$ cat config.mk
export PLATFORM = sky130hd
export DESIGN_NAME = rx_fifo_ctl
export DESIGN_NICKNAME = d
export VERILOG_FILES = /design/src/rtl/rx_fifo_ctl.sv
export SDC_FILE = /design/constraint.sdc
export NUM_CORES = 1
export LEC_CHECK = 0
export BUFFER_PORTS_ARGS = -buffer_cell sky130_fd_sc_hd__buf_2
export CORE_MARGIN = 10
export CORE_UTILIZATION = 45
export DETAILED_ROUTE_END_ITERATION = 6
export GPL_ROUTABILITY_DRIVEN = 0
export HOLD_SLACK_MARGIN = 0.12
export PLACE_DENSITY = 0.64
export SLEW_MARGIN = 20
export SYNTH_ARGS = -nofsm -noshare
export SYNTH_HDL_FRONTEND = slang
export SYNTH_SLANG_ARGS = --single-unit
$ cat constraint.sdc
create_clock -name clk -period 3.4 [get_ports clk]
set_input_delay 0.51 -clock clk [delete_from_list [all_inputs] [get_ports clk]]
set_output_delay 0.51 -clock clk [all_outputs]
set_load 0.02 [all_outputs]
$ cat src/rtl/rx_fifo_ctl.sv
module rx_fifo_ctl #(
  parameter int DEPTH     = 16,
  parameter int DW        = 8,
  parameter int TMO_CHARS = 4
) (
  input  logic                       clk,
  input  logic                       rst_n,
  input  logic                       rx_push,
  input  logic [DW-1:0]              rx_byte,
  input  logic                       brk_det,
  input  logic                       host_rd,
  input  logic                       fcr_wr,
  input  logic [7:0]                 fcr_wdata,
  input  logic [7:0]                 line_ctl,
  input  logic                       bit_tick,
  output logic [DW-1:0]              rd_data,
  output logic [$clog2(DEPTH):0]     fifo_count,
  output logic                       data_rdy,
  output logic                       brk_flag,
  output logic                       trig_hit,
  output logic                       tmo_pend,
  output logic                       ovr_flag,
  output logic                       tx_flush
);
  localparam int AW = $clog2(DEPTH);
  localparam int CW = AW + 1;
  localparam int TW = $clog2(TMO_CHARS * 12 + 1);
  localparam logic [7:0] KEEP = 8'hC9;

  logic [DW-1:0] mem [DEPTH];
  logic [AW-1:0] head, tail;
  logic [CW-1:0] cnt, cnt_nx, cap, lvl;
  logic [7:0]    fcr_q;
  logic [TW-1:0] tmr, tmr_nx, lim;
  logic [3:0]    frm;

  wire en     = fcr_q[0];
  wire fcr_go = fcr_wr && (fcr_wdata != fcr_q);
  wire tog    = fcr_go && (fcr_wdata[0] ^ en);
  wire rx_fl  = fcr_go && (fcr_wdata[1] || tog);
  wire tx_fl  = fcr_go && (fcr_wdata[2] || tog);

  wire          in_push = rx_push || brk_det;
  wire [DW-1:0] in_byte = brk_det ? '0 : rx_byte;
  assign cap = en ? CW'(DEPTH) : CW'(1);
  wire full  = cnt >= cap;
  wire pop   = host_rd && (cnt != 0) && !rx_fl;
  wire acc   = in_push && !rx_fl && (!full || pop);
  wire drain = pop && (cnt == CW'(1)) && !acc;

  assign cnt_nx = rx_fl ? '0 : CW'(cnt + CW'(acc) - CW'(pop));

  assign frm = 4'd6 + {2'b0, line_ctl[1:0]} + {3'b0, line_ctl[3]} + (line_ctl[2] ? 4'd2 : 4'd1);
  assign lim = TW'(TMO_CHARS * int'(frm));

  wire restart = rx_fl || acc || pop;
  assign tmr_nx = restart ? '0 : ((bit_tick && tmr < lim) ? TW'(tmr + 1'b1) : tmr);

  always_comb begin
    case (fcr_q[7:6])
      2'b00:   lvl = CW'(1);
      2'b01:   lvl = CW'(4);
      2'b10:   lvl = CW'(8);
      default: lvl = CW'(14);
    endcase
  end

  always_ff @(posedge clk) begin
    if (acc) mem[head] <= in_byte;
  end

  always_ff @(posedge clk or negedge rst_n) begin
    if (!rst_n) begin
      head     <= '0;
      tail     <= '0;
      cnt      <= '0;
      fcr_q    <= '0;
      tmr      <= '0;
      tmo_pend <= 1'b0;
      brk_flag <= 1'b0;
      ovr_flag <= 1'b0;
      tx_flush <= 1'b0;
    end else begin
      tx_flush <= tx_fl;
      if (fcr_go) fcr_q <= fcr_wdata & KEEP;
      cnt <= cnt_nx;
      tmr <= tmr_nx;
      if (rx_fl) begin
        head <= '0;
        tail <= '0;
      end else begin
        if (acc) head <= (head == AW'(DEPTH - 1)) ? '0 : head + 1'b1;
        if (pop) tail <= (tail == AW'(DEPTH - 1)) ? '0 : tail + 1'b1;
      end
      if (rx_fl)                ovr_flag <= 1'b0;
      else if (in_push && !acc) ovr_flag <= 1'b1;
      if (rx_fl)        brk_flag <= 1'b0;
      else if (brk_det) brk_flag <= 1'b1;
      else if (drain)   brk_flag <= 1'b0;
      if (rx_fl || host_rd)                          tmo_pend <= 1'b0;
      else if (en && tmr_nx >= lim && cnt_nx != '0)  tmo_pend <= 1'b1;
    end
  end

  assign rd_data    = (cnt != '0) ? mem[tail] : '0;
  assign fifo_count = cnt;
  assign data_rdy   = cnt != '0;
  assign trig_hit   = en ? (cnt >= lvl) : (cnt != '0);

  AST_FLUSH_EMPTIES: assert property (@(posedge clk) disable iff (!rst_n)
    (fcr_wr && fcr_wdata[1] && fcr_wdata != fcr_q) |=> (fifo_count == '0 && !tmo_pend && !brk_flag));
  AST_TOGGLE_FLUSH: assert property (@(posedge clk) disable iff (!rst_n)
    (fcr_wr && (fcr_wdata[0] != fcr_q[0])) |=> (fifo_count == '0 && tx_flush));
  AST_TMO_NEEDS_DATA: assert property (@(posedge clk) disable iff (!rst_n)
    tmo_pend |-> data_rdy);
  AST_READ_CLEARS_TMO: assert property (@(posedge clk) disable iff (!rst_n)
    host_rd |=> !tmo_pend);
  AST_BREAK_FLAGS: assert property (@(posedge clk) disable iff (!rst_n)
    (brk_det && !fcr_wr) |=> (brk_flag && data_rdy));
  AST_FULL_OVERRUN: assert property (@(posedge clk) disable iff (!rst_n)
    (rx_push && en && fifo_count == CW'(DEPTH) && !host_rd && !fcr_wr) |=> (ovr_flag && fifo_count == CW'(DEPTH)));
  AST_EMPTY_READ: assert property (@(posedge clk) disable iff (!rst_n)
    (host_rd && fifo_count == '0 && !rx_push && !brk_det && !fcr_wr) |=> (fifo_count == '0));
endmodule

==> run summary <==
The number of synthesized flops with an enable pin came out at 128. The wire length of the first global-routing pass is 23,300 um. The repair_antennas step left the layout with diodes totalling 0. The detailed router finished its first iteration with 278 violations. The most frequently used flop master after synthesis is sky130_fd_sc_hd__edfxtp_1. The estimated wirelength of the detail-placed design is 10,100 um. The path type of the worst min-delay path is in -> reg. The final routed DRC violation total came out at 0. The worst vdd rail ir drop is 0.000402 V. The tree is rooted in a sky130_fd_sc_hd__clkbuf_16. The number of global-route vias before repair is 4,212.

The beginning of the critical path is line_ctl[2]. The pin count of the biggest net entering global routing is 27. The synthesis-stage register bit count came out at 154. The final setup skew came out at 0.0111 ns. The portion of the post-synthesis area used by sequential elements is 0.646.

The final period utilization came out at 0.949. The first-pass detailed-route iteration total is 5. The type of element capturing the critical path is a flip-flop.

The total grt overflow is 0. The cell count after synthesis is 461. The height of the chip came out at 144 um. 50 I/O pins were placed.

Across the run, the number of max-cap violations was 0. In this run the standard cell core region covers 0.0152 sq mm. The shortest clock period the worst path allows after layout came out at 3.23 ns.

In the final timing run, aggregate negative setup slack is 0 ns. The combined area of all synthesized cells came out at 0.00696 sq mm. The critical path goes through buf_2, inv_4, ha_1, inv_1, ha_2, inv_1, ha_1, ha_1, or2_4, a21o_1, o41ai_4, nand2_1, xnor2_1, or2_4, ha_4, nand2_1, nor3_2, o311ai_1, a211oi_1. The clock reaches the later pin of the worst-skew pair after 0.42 ns.

The number of cells on the worst reg-to-reg path is 18. After synthesis, the share of cell area in mux cells is 0.104. Static timing analysis puts the maximum clock frequency at 310 MHz. The final-report hold violation count is 0. The count of cell types in the netlist came out at 53. The slack of the worst reg-to-reg path came out at 0.19 ns. Of all flip-flops after synthesis, the portion carrying an async set or reset was 0.169.

The mean number of vias per cell came out at 5.55. TritonCTS built the clock tree. The die width came out at 144 um. The register cell area after layout is 0.00450 sq mm. The count of nets left with antenna violations after detail routing came out at 0.

STA puts the critical path data required time at 3.73 ns. The static leakage came out at 3.08 nW. Setup violations remaining at the end of the flow were counted as 0. The total count of max-transition violations in the final report is 0. Dividing total power by cell area gives a power density of 747 mW/mm^2. The net total in the final layout is 609. CTS saw 154 sinks. The number of rows in the core area came out at 45. The total design power came out at 6.19 mW. The critical path data arrival time came out at 3.55 ns. The area growth from synthesis to layout is 18.9%.

The simple-gate portion of the synthesized area came out at 0.0730. After detailed routing, the average wire length per cell comes to 19.6 um. The compound-gate portion of the synthesized area came out at 0.0764. The mean post-synth cell area came out at 15.1 sq um. By area, the combinational part of the netlist is dominated by multiplexers. The maximum fanout count along the critical path came out at 5.

The worst register-to-register path ends at tmo_pend. The detailed-route wire length is 14,600 um. The effective utilization at floorplan came out at 0.458. In the final layout, the multi-input gates occupy 0.00233 sq mm. The adder and majority gate portion of the synthesized area is 0.0579. The measured slew at the worst slew-check pin is 1.03 ns.

The worst slew slack as a fraction of its limit is 0.309. The buffer depth of the longest clock path is 2. Of the cells placed in the final design, the portion with a size suffix greater than 1 is 0.297. The worst setup path is of the in -> reg kind. The worst register-to-register path begins at fifo_count[2]. The total clock buffers created by CTS is 17.

The largest stage delay on the critical path is 0.31 ns. The count of buffers inserted at the top-level ports is 42. Setup repair after global routing could not meet its margin everywhere. The slowest stage cell on the critical path is sky130_fd_sc_hd__ha_1. The CTS clock-pin slew for the worst setup and hold paths came out at 0.06 ns. The number of warning messages in the yosys log is 0. The flow ran to the end, and the final reports show no timing, DRC or antenna violations. Counting the fill cells in the layout gives 1,203.

The area enclosed by the die boundary came out at 0.0208 sq mm. STA classifies the critical path startpoint as an input pin. In this run the worst setup path terminates at tmo_pend.

The parity-gate share of the synthesized area counting xor and xnor cells is 0.0138. The initial antenna violation count came out at 0. The total vias in the final route came out at 4,144. The post-synthesis net count is 523. The total number of H-tree levels came out at 4. The cell that appears most often on the critical path is sky130_fd_sc_hd__ha_1. Across every metal layer, demand over resource in global routing totals 0.147.
-- cell usage after synthesis (2+ instances only) --
library cell                 n  area (sq um)
sky130_fd_sc_hd__a211oi_1    9          67.6
sky130_fd_sc_hd__a21o_1      2          15.0
sky130_fd_sc_hd__a21oi_1    12          60.1
sky130_fd_sc_hd__a22oi_1     2          15.0
sky130_fd_sc_hd__a31oi_1     3          18.8
sky130_fd_sc_hd__and2_1      2          12.5
sky130_fd_sc_hd__buf_2       3          15.0
sky130_fd_sc_hd__buf_4       2          15.0
sky130_fd_sc_hd__buf_6       4          45.0
sky130_fd_sc_hd__clkbuf_1    7          26.3
sky130_fd_sc_hd__dfrtp_1    26           651
sky130_fd_sc_hd__edfxtp_1  128          3840
sky130_fd_sc_hd__fa_1        2          40.0
sky130_fd_sc_hd__ha_1       29           363
sky130_fd_sc_hd__inv_1      20          75.1
sky130_fd_sc_hd__mux2i_1    36           360
sky130_fd_sc_hd__mux4_2     16           360
sky130_fd_sc_hd__nand2_1    24          90.1
sky130_fd_sc_hd__nand2b_1    5          31.3
sky130_fd_sc_hd__nand3_1     4          20.0
sky130_fd_sc_hd__nand4_1     5          31.3
sky130_fd_sc_hd__nor2_1     32           120
sky130_fd_sc_hd__nor2b_1    11          68.8
sky130_fd_sc_hd__nor3_1      8          40.0
sky130_fd_sc_hd__o21a_1      2          15.0
sky130_fd_sc_hd__o21ai_0     7          35.0
sky130_fd_sc_hd__o21bai_1    2          15.0
sky130_fd_sc_hd__o221ai_1   16           140
sky130_fd_sc_hd__o22ai_1     8          50.1
sky130_fd_sc_hd__or2_2       2          12.5
sky130_fd_sc_hd__xnor2_1     5          43.8
sky130_fd_sc_hd__xor2_1      6          52.6
-- registers in the layout (all words and copies together) (netlist names) --
| name | cells |
|---|---|
| brk_flag | 1 |
| fcr_q | 3 |
| fifo_count | 5 |
| head | 4 |
| mem | 128 |
| ovr_flag | 1 |
| tail | 4 |
| tmo_pend | 1 |
| tmr | 6 |
| tx_flush | 1 |
-- layer usage --
metal / global-route usage / share of wire
met1: 0.187 / 0.43
met2: 0.237 / 0.50
met3: 0.0259 / 0.037
met4: 0.0777 / 0.031
met5: 0 / 0
-- through the flow --
step           instance area [sq um]  utilization  setup slack (ns)  hold slack (ns)  std cells
6_report                        8280        0.545             0.173            0.300        747
5_1_grt                         8280        0.545            -0.109            0.312        747
2_1_floorplan                   6990            -           -0.0673            0.214        461
4_1_cts                         8190        0.539            0.0248            0.288        742
3_5_place_dp                    7620        0.501            -0.331            0.512        710
3_3_place_gp                    7620        0.501            -0.240            0.498        710
-- report_power, final --
part	internal, mW	total, mW	switching, mW
logic	0.923	2.05	1.13
clock network	1.03	1.79	0.766
registers	2.20	2.34	0.139
total	4.15	6.19	2.04
-- cell type report --
type                       instances  share of cell area
tap                              188              0.0284
inverter                          23              0.0110
timing repair buffer              85              0.0677
clock buffer                      18              0.0518
sequential                       154               0.543
multi-input combinational        266               0.281
clock inverter                    13              0.0163
-- cell usage in the layout (no fill, tap or decap), types with 17 or more instances in the layout --
| cell | n |
|---|---|
| sky130_fd_sc_hd__clkbuf_16 | 17 |
| sky130_fd_sc_hd__nor2_1 | 32 |
| sky130_fd_sc_hd__mux2i_1 | 36 |
| sky130_fd_sc_hd__edfxtp_1 | 128 |
| sky130_fd_sc_hd__ha_1 | 25 |
| sky130_fd_sc_hd__dfrtp_1 | 22 |
| sky130_fd_sc_hd__buf_4 | 40 |
| sky130_fd_sc_hd__nand2_1 | 24 |
| sky130_fd_sc_hd__buf_2 | 42 |
-- repair_timing --
item                                    4_1_cts  5_1_grt
pin swaps                                     2       14
endpoints found under the hold margin         8        0
endpoints found under the setup margin        1        1
hold buffers                                  1        0
buffers inserted                              0        5
gates resized for setup                       0       13
-- how the worst min path moves through the flow --
stage	slack, ns	endpoint	depth (start not counted)	startpoint
floorplan	0.21	brk_flag	0	rst_n
global placement	0.50	ovr_flag	2	ovr_flag
detailed placement	0.51	brk_flag	2	brk_flag
CTS	0.29	fcr_q[6]	3	fcr_wdata[6]
global route	0.31	tx_flush	2	fcr_wdata[2]
finish	0.30	fcr_q[6]	3	fcr_wdata[6]
-- critical path, delay by kind of cell --
family / cells / cell delay (ns)
compound gates: 4 / 0.57
xor+xnor: 1 / 0.16
fa+ha+maj: 5 / 1.28
buf+inv: 4 / 0.25
simple gates: 5 / 0.79
-- logic make-up (layout without fill, tap and decap cells) --
logic type      Yosys count  after routing
flops                   154            154
simple gates            101            101
compound gates           71             71
mux                      52             52
buf+inv                  41            139
fa+ha+maj                31             31
xor+xnor                 11             11
Note: power is estimated with default switching activity, not from simulation.
